==> config.mk <==
export PLATFORM = sky130hd
export DESIGN_NAME = i2c_blkrd_target
export DESIGN_NICKNAME = d
export VERILOG_FILES = /design/src/rtl/i2c_blk_pkg.sv /design/src/rtl/i2c_line_sync.sv /design/src/rtl/i2c_blk_ptr.sv /design/src/rtl/i2c_blk_fsm.sv /design/src/rtl/i2c_blkrd_target.sv
export SDC_FILE = /design/constraint.sdc
export NUM_CORES = 1
export LEC_CHECK = 0
export BUFFER_PORTS_ARGS = -buffer_cell sky130_fd_sc_hd__buf_2
export CAP_MARGIN = 20
export CELL_PAD_IN_SITES_DETAIL_PLACEMENT = 0
export CELL_PAD_IN_SITES_GLOBAL_PLACEMENT = 1
export CORE_MARGIN = 5
export CORE_UTILIZATION = 47
export CTS_CLUSTER_SIZE = 24
export DETAILED_ROUTE_END_ITERATION = 12
export PLACE_DENSITY_LB_ADDON = 0.1
export SETUP_SLACK_MARGIN = 0.1
export SYNTH_ARGS = -nofsm -noshare
export SYNTH_HDL_FRONTEND = slang
export SYNTH_SLANG_ARGS = --single-unit
==> constraint.sdc <==
create_clock -name clk -period 2.13 [get_ports clk]
set_input_delay 0.1065 -clock clk [delete_from_list [all_inputs] [get_ports clk]]
set_output_delay 0.1065 -clock clk [all_outputs]
set_load 0.05 [all_outputs]
==> src/rtl/i2c_blk_pkg.sv <==
package i2c_blk_pkg;
  localparam int BYTE_W = 8;
  localparam int ADDR_W = 7;

  typedef enum logic [2:0] {
    ST_IDLE,
    ST_ADDR,
    ST_AACK,
    ST_PTR,
    ST_PACK,
    ST_TX,
    ST_TACK,
    ST_WAIT
  } tgt_st_e;
endpackage

==> src/rtl/i2c_line_sync.sv <==
module i2c_line_sync #(
  parameter int STAGES = 2
) (
  input  logic clk,
  input  logic rst_n,
  input  logic scl_i,
  input  logic sda_i,
  output logic scl_lvl,
  output logic sda_lvl,
  output logic scl_rise,
  output logic scl_fall,
  output logic start_det,
  output logic stop_det
);
  logic [STAGES-1:0] scl_chain, sda_chain;
  logic              scl_prev, sda_prev;

  always_ff @(posedge clk or negedge rst_n) begin
    if (!rst_n) begin
      scl_chain <= '1;
      sda_chain <= '1;
      scl_prev  <= 1'b1;
      sda_prev  <= 1'b1;
    end else begin
      scl_chain <= {scl_chain[STAGES-2:0], scl_i};
      sda_chain <= {sda_chain[STAGES-2:0], sda_i};
      scl_prev  <= scl_chain[STAGES-1];
      sda_prev  <= sda_chain[STAGES-1];
    end
  end

  assign scl_lvl   = scl_chain[STAGES-1];
  assign sda_lvl   = sda_chain[STAGES-1];
  assign scl_rise  = scl_lvl & ~scl_prev;
  assign scl_fall  = ~scl_lvl & scl_prev;
  // SDA edges while SCL stays high mark bus conditions
  assign start_det = scl_lvl & scl_prev & sda_prev & ~sda_lvl;
  assign stop_det  = scl_lvl & scl_prev & ~sda_prev & sda_lvl;
endmodule

==> src/rtl/i2c_blk_ptr.sv <==
module i2c_blk_ptr #(
  parameter int AW = 8,
  parameter int DW = 8
) (
  input  logic          clk,
  input  logic          rst_n,
  input  logic          wr_en,
  input  logic [AW-1:0] wr_val,
  input  logic          inc_en,
  input  logic [DW-1:0] reg_data,
  input  logic          reg_valid,
  output logic [AW-1:0] ptr,
  output logic [DW-1:0] rd_byte
);
  localparam logic [AW-1:0] PTR_TOP = '1;

  logic [AW-1:0] ptr_q, ptr_d;
  logic          end_q, end_d;

  always_comb begin
    ptr_d = ptr_q;
    end_d = end_q;
    if (wr_en) begin
      ptr_d = wr_val;
      end_d = 1'b0;
    end else if (inc_en) begin
      if (ptr_q == PTR_TOP) end_d = 1'b1;
      else                  ptr_d = ptr_q + 1'b1;
    end
  end

  always_ff @(posedge clk or negedge rst_n) begin
    if (!rst_n) begin
      ptr_q <= '0;
      end_q <= 1'b0;
    end else if (wr_en | inc_en) begin
      ptr_q <= ptr_d;
      end_q <= end_d;
    end
  end

  assign ptr     = ptr_q;
  assign rd_byte = (end_q | ~reg_valid) ? '0 : reg_data;

  assert_ptr_no_wrap_R7: assert property (@(posedge clk) disable iff (!rst_n)
    ($past(ptr_q) == PTR_TOP && !$past(wr_en)) |-> ptr_q == PTR_TOP);
endmodule

==> src/rtl/i2c_blk_fsm.sv <==
module i2c_blk_fsm
  import i2c_blk_pkg::*;
(
  input  logic              clk,
  input  logic              rst_n,
  input  logic              scl_lvl,
  input  logic              sda_lvl,
  input  logic              scl_rise,
  input  logic              scl_fall,
  input  logic              start_det,
  input  logic              stop_det,
  input  logic [ADDR_W-1:0] own_addr,
  input  logic [BYTE_W-1:0] rd_byte,
  output logic              ptr_wr,
  output logic [BYTE_W-1:0] ptr_val,
  output logic              ptr_inc,
  output logic              sda_oe
);
  localparam int CNT_W = $clog2(BYTE_W + 1);
  localparam logic [CNT_W-1:0] CNT_FULL = CNT_W'(BYTE_W);

  tgt_st_e           st_q, st_d;
  logic [CNT_W-1:0]  cnt_q, cnt_d;
  logic [BYTE_W-1:0] sh_q, sh_d;
  logic              rw_q, rw_d, ack_q, ack_d, drv_q, drv_d;

  always_comb begin
    st_d    = st_q;
    cnt_d   = cnt_q;
    sh_d    = sh_q;
    rw_d    = rw_q;
    ack_d   = ack_q;
    ptr_wr  = 1'b0;
    ptr_inc = 1'b0;
    if (stop_det) begin
      st_d  = ST_IDLE;
      cnt_d = '0;
    end else if (start_det) begin
      st_d  = ST_ADDR;
      cnt_d = '0;
    end else begin
      unique case (st_q)
        ST_ADDR, ST_PTR: begin
          if (scl_rise && cnt_q != CNT_FULL) begin
            sh_d  = {sh_q[BYTE_W-2:0], sda_lvl};
            cnt_d = cnt_q + 1'b1;
          end
          if (scl_fall && cnt_q == CNT_FULL) begin
            cnt_d = '0;
            if (st_q == ST_PTR) begin
              ptr_wr = 1'b1;
              st_d   = ST_PACK;
            end else if (sh_q[BYTE_W-1:1] == own_addr) begin
              rw_d = sh_q[0];
              st_d = ST_AACK;
            end else begin
              st_d = ST_WAIT;
            end
          end
        end
        ST_AACK: if (scl_fall) begin
          cnt_d = '0;
          if (rw_q) begin
            st_d = ST_TX;
            sh_d = rd_byte;
          end else begin
            st_d = ST_PTR;
          end
        end
        ST_PACK: if (scl_fall) st_d = ST_WAIT;
        ST_TX: begin
          if (scl_rise && cnt_q != CNT_FULL) cnt_d = cnt_q + 1'b1;
          if (scl_fall && cnt_q != '0) begin
            if (cnt_q == CNT_FULL) begin
              st_d    = ST_TACK;
              ptr_inc = 1'b1;
            end else begin
              sh_d = {sh_q[BYTE_W-2:0], 1'b0};
            end
          end
        end
        ST_TACK: begin
          if (scl_rise) ack_d = ~sda_lvl;
          if (scl_fall) begin
            if (ack_q) begin
              st_d  = ST_TX;
              sh_d  = rd_byte;
              cnt_d = '0;
            end else begin
              st_d = ST_WAIT;
            end
          end
        end
        default: ;
      endcase
    end
    drv_d = (st_d == ST_AACK) || (st_d == ST_PACK) ||
            ((st_d == ST_TX) && !sh_d[BYTE_W-1]);
  end

  always_ff @(posedge clk or negedge rst_n) begin
    if (!rst_n) begin
      st_q  <= ST_IDLE;
      cnt_q <= '0;
      sh_q  <= '0;
      rw_q  <= 1'b0;
      ack_q <= 1'b0;
      drv_q <= 1'b0;
    end else begin
      st_q  <= st_d;
      cnt_q <= cnt_d;
      sh_q  <= sh_d;
      rw_q  <= rw_d;
      ack_q <= ack_d;
      drv_q <= drv_d;
    end
  end

  assign ptr_val = sh_q;
  assign sda_oe  = drv_q;

  assert_sda_moves_scl_low_R9: assert property (@(posedge clk) disable iff (!rst_n)
    !$stable(drv_q) |-> !scl_lvl);
  assert_mismatch_quiet_R3: assert property (@(posedge clk) disable iff (!rst_n)
    (st_q == ST_WAIT) |-> !drv_q);
  assert_nack_release_R8: assert property (@(posedge clk) disable iff (!rst_n)
    (st_q == ST_TACK && scl_fall && !ack_q && !start_det && !stop_det)
      |=> (!drv_q && st_q == ST_WAIT));
  assert_restart_rearms_R10: assert property (@(posedge clk) disable iff (!rst_n)
    start_det |=> (st_q == ST_ADDR && cnt_q == '0));
  assert_stop_idles_R11: assert property (@(posedge clk) disable iff (!rst_n)
    stop_det |=> (st_q == ST_IDLE && !drv_q));
endmodule

==> src/rtl/i2c_blkrd_target.sv <==
module i2c_blkrd_target
  import i2c_blk_pkg::*;
#(
  parameter int SYNC_STAGES = 2
) (
  input  logic              clk,
  input  logic              rst_n,
  input  logic              scl_i,
  input  logic              sda_i,
  output logic              sda_oe,
  input  logic [ADDR_W-1:0] own_addr,
  output logic [BYTE_W-1:0] reg_addr,
  input  logic [BYTE_W-1:0] reg_data,
  input  logic              reg_valid
);
  logic [1:0] rst_pipe;
  logic       rst_s_n;

  always_ff @(posedge clk or negedge rst_n) begin
    if (!rst_n) rst_pipe <= '0;
    else        rst_pipe <= {rst_pipe[0], 1'b1};
  end
  assign rst_s_n = rst_pipe[1];

  logic scl_lvl, sda_lvl, scl_rise, scl_fall, start_det, stop_det;
  logic ptr_wr, ptr_inc;
  logic [BYTE_W-1:0] ptr_val, rd_byte;

  i2c_line_sync #(.STAGES(SYNC_STAGES)) u_sync (
    .clk(clk), .rst_n(rst_s_n), .scl_i(scl_i), .sda_i(sda_i),
    .scl_lvl(scl_lvl), .sda_lvl(sda_lvl), .scl_rise(scl_rise),
    .scl_fall(scl_fall), .start_det(start_det), .stop_det(stop_det)
  );

  i2c_blk_ptr #(.AW(BYTE_W), .DW(BYTE_W)) u_ptr (
    .clk(clk), .rst_n(rst_s_n), .wr_en(ptr_wr), .wr_val(ptr_val),
    .inc_en(ptr_inc), .reg_data(reg_data), .reg_valid(reg_valid),
    .ptr(reg_addr), .rd_byte(rd_byte)
  );

  i2c_blk_fsm u_fsm (
    .clk(clk), .rst_n(rst_s_n), .scl_lvl(scl_lvl), .sda_lvl(sda_lvl),
    .scl_rise(scl_rise), .scl_fall(scl_fall), .start_det(start_det),
    .stop_det(stop_det), .own_addr(own_addr), .rd_byte(rd_byte),
    .ptr_wr(ptr_wr), .ptr_val(ptr_val), .ptr_inc(ptr_inc), .sda_oe(sda_oe)
  );
endmodule

==> reports/metrics.cfg <==
[outcome]
outcome = complete, no violations

[routing]
wl_per_cell_um = 16.2
num_vias = 1802
vias_per_cell = 5.95
ant_nets = 0
drc = 0
drt_first_iter_violations = 157
drt_wl_total_um = 4920
drtPass1Iterations = 6

[yosys]
yosys-top-cells-area = dfrtp_1 37%, dfstp_2 7.9%, nand2_1 4.2%
ys_dominant_reg_cell = dfrtp_1
ys_async_sr_fraction_pct = 100
ys_ff_latch = 35
synth_edf_count = 0
synth_area_mm2 = 0.00198
avgSynthCellArea_um2 = 9.63
netlist.area_leader.share_pct = 36.6
yosysTopAreaCell = dfrtp_1
synth_cells = 206
yosysWarningCount = 0
ys_seq_area_share_pct = 44.5
synth_cell_types = 54
syn_nets = 229

[layout]
final_common_cell = buf_2
num-fill-cells = 351
layout_common_cells = 28 x buf_2, 27 x dfrtp_1, 22 x nand2_1
final_cell_count_no_fill = 303
synthToLayoutAreaGrowth_pct = 24.0
diodes = 0
drive_above_1_share_pct = 30.4
final_nets = 275

[setup_path]
worst-path-max-fanout = 7
start_kind = flop
cp.arrival_ps = 2150
worstSetupPathType = flop to flop
critPathCaptureType = flop
r2r-end = u_ptr.ptr[3]
r2r_start = u_sync.scl_prev
required_ps = 2300
r2r_slack_ps = 140
r2r_cells = 6

[grt]
antenna_found_initial = 0
grt_pass1_wl_um = 8220
grt_pass1_vias = 1765
grt_max_degree = 34
grt_usage_pct = 19.4
grt_overflow = 0

[place]
place_inst = 289
gp_congestion = 0.981
hpwl_um = 3670
port_buffers = 28

[sta]
final_hold_viol_count = 0
period_share_pct = 93.2
slew_viol_final = 0
rsz0062_at_grt = false
min_period_ps = 1990
setup_tns_ps = 0
fmax_mhz = 504
final-setup-viol-count = 0
finClkSkew_ps = 5.49

[flow_run]
maxCapViolations = 0

[clocking]
h-tree-depth = 2
cts.path.max_buffers = 2
worstSkewPairLatency_ps = 290
cts_sinks = 35
clk_pin_slew_ps = 70
root_buffer = clkbuf_8
tritoncts = built
cts_buffers = 5

[worst_hold_path]
hp-class = input port to flop
worstHoldStart = reg_data[5]
min_delay_path_depth = 3
holdPathEnd = u_fsm.ptr_val[5]

[pwr]
worst_ir_drop_vdd_v = 0.000642
power.density_mw_per_mm2 = 927
power_w = 0.00228
power.leakage_nw = 1.18

[die]
pin_count = 29
fp-row-count = 23
die_area_mm2 = 0.00562
initial_utilization_pct = 48.9
coreArea_mm2 = 0.00406
die_h_um = 75.0
die_w_um = 75.0

-- report_power, final --
| group | total, W | switching (W) | leakage, nW | internal (W) |
|---|---|---|---|---|
| combinational | 0.000785 | 0.000419 | 0.690 | 0.000366 |
| sequential | 0.000967 | 0.000172 | 0.441 | 0.000795 |
| clock | 0.000529 | 0.000234 | 0.0515 | 0.000295 |
| total | 0.00228 | 0.000824 | 1.18 | 0.00146 |
-- state kept, by name (all words and copies together), names as in the netlist --
name / count
u_fsm.sda_oe: 1
u_sync.scl_chain: 2
u_fsm.cnt_q: 4
u_sync.sda_prev: 1
u_sync.sda_chain: 2
u_fsm.ptr_val: 8
u_fsm.ack_q: 1
u_ptr.ptr: 8
u_sync.scl_prev: 1
u_ptr.end_q: 1
u_fsm.rw_q: 1
rst_pipe: 2
u_fsm.st_q: 3
-- area by class of cell --
class                      instances  area (µm²)  area share [%]
timing repair buffer              46         287            11.6
sequential                        35         886            36.0
inverter                          11        41.3            1.68
tap                               50        62.6            2.54
multi-input combinational        153        1080            44.0
clock buffer                       8         100            4.07
-- repair_timing --
item / CTS / global route
cloned: 0 / 0
hold buffers: 3 / 0
endpoints found under the hold margin: 4 / 0
pin swaps: 0 / 2
resized for setup: 1 / 6
setup buffers: 0 / 3
setup endpoints to repair: 1 / 10
-- cells by family (layout without fill, tap and decap cells) --
| family | count (synthesis) | count (layout) | synth area share (%) |
|---|---|---|---|
| flip-flops | 35 | 35 | 44.5 |
| AO/OA/AOI/OAI | 55 | 55 | 21.1 |
| XOR/XNOR | 9 | 9 | 3.97 |
| buffers and inverters | 18 | 65 | 3.79 |
| adder cells (fa/ha/maj) | 3 | 3 | 1.89 |
| multiplexers | 4 | 4 | 2.21 |
| other | 1 | 1 | 0.189 |
| AND/OR/NAND/NOR | 81 | 81 | 22.3 |
-- worst max-delay path by stage --
stage / depth (start not counted) / endpoint / from / slack [ps]
floorplan: 9 / u_ptr.ptr[3] / u_fsm.cnt_q[1] / 90
global placement: 8 / u_ptr.ptr[3] / u_fsm.cnt_q[1] / 180
detailed placement: 7 / u_fsm.ptr_val[4] / u_fsm.cnt_q[0] / 90
CTS: 8 / u_ptr.ptr[3] / u_fsm.cnt_q[1] / 110
global route: 8 / u_ptr.ptr[3] / u_fsm.cnt_q[0] / 100
finish: 6 / u_ptr.ptr[3] / u_sync.scl_prev / 140
-- cells in the mapped netlist (3+ instances only) --
| cell | number |
|---|---|
| inv_1 | 11 |
| clkbuf_1 | 5 |
| and3_1 | 3 |
| ha_1 | 3 |
| dfrtp_1 | 29 |
| dfstp_2 | 6 |
| nand4_1 | 5 |
| nand3_1 | 10 |
| a21oi_1 | 8 |
| o21ai_0 | 12 |
| mux2_2 | 3 |
| nor2b_1 | 6 |
| o211ai_1 | 3 |
| nor2_1 | 14 |
| nand2_1 | 22 |
| nor3_1 | 3 |
| xnor2_1 | 7 |
| a222oi_1 | 6 |
| a221o_1 | 3 |
| o2111ai_1 | 3 |
-- layer usage --
metal,routed length (µm),vias up,global-route usage [%]
met5,0,-,0
met4,140,0,9.29
met3,248,12,4.67
met2,2260,67,28.3
met1,2270,871,26.9
li1,-,852,-
-- critical path, stage by stage, from the launching register on --
cell	delay (ps)
dfstp_2	610
nand2b_4	100
or3_4	410
a31oi_4	220
nor2_4	80
a21o_1	160
a221o_1	290
-- through the flow --
step,utilization [%],area (µm²),setup WS [ps],hold WS (ps)
floorplan,-,2020,93.4,-189
global placement,56.1,2270,183,-109
detailed placement,56.1,2270,93.8,-104
CTS,59.5,2410,114,44.0
global route,60.6,2460,96.5,55.6
finish,60.6,2460,144,53.9
Note: power is estimated with default switching activity, not from simulation.
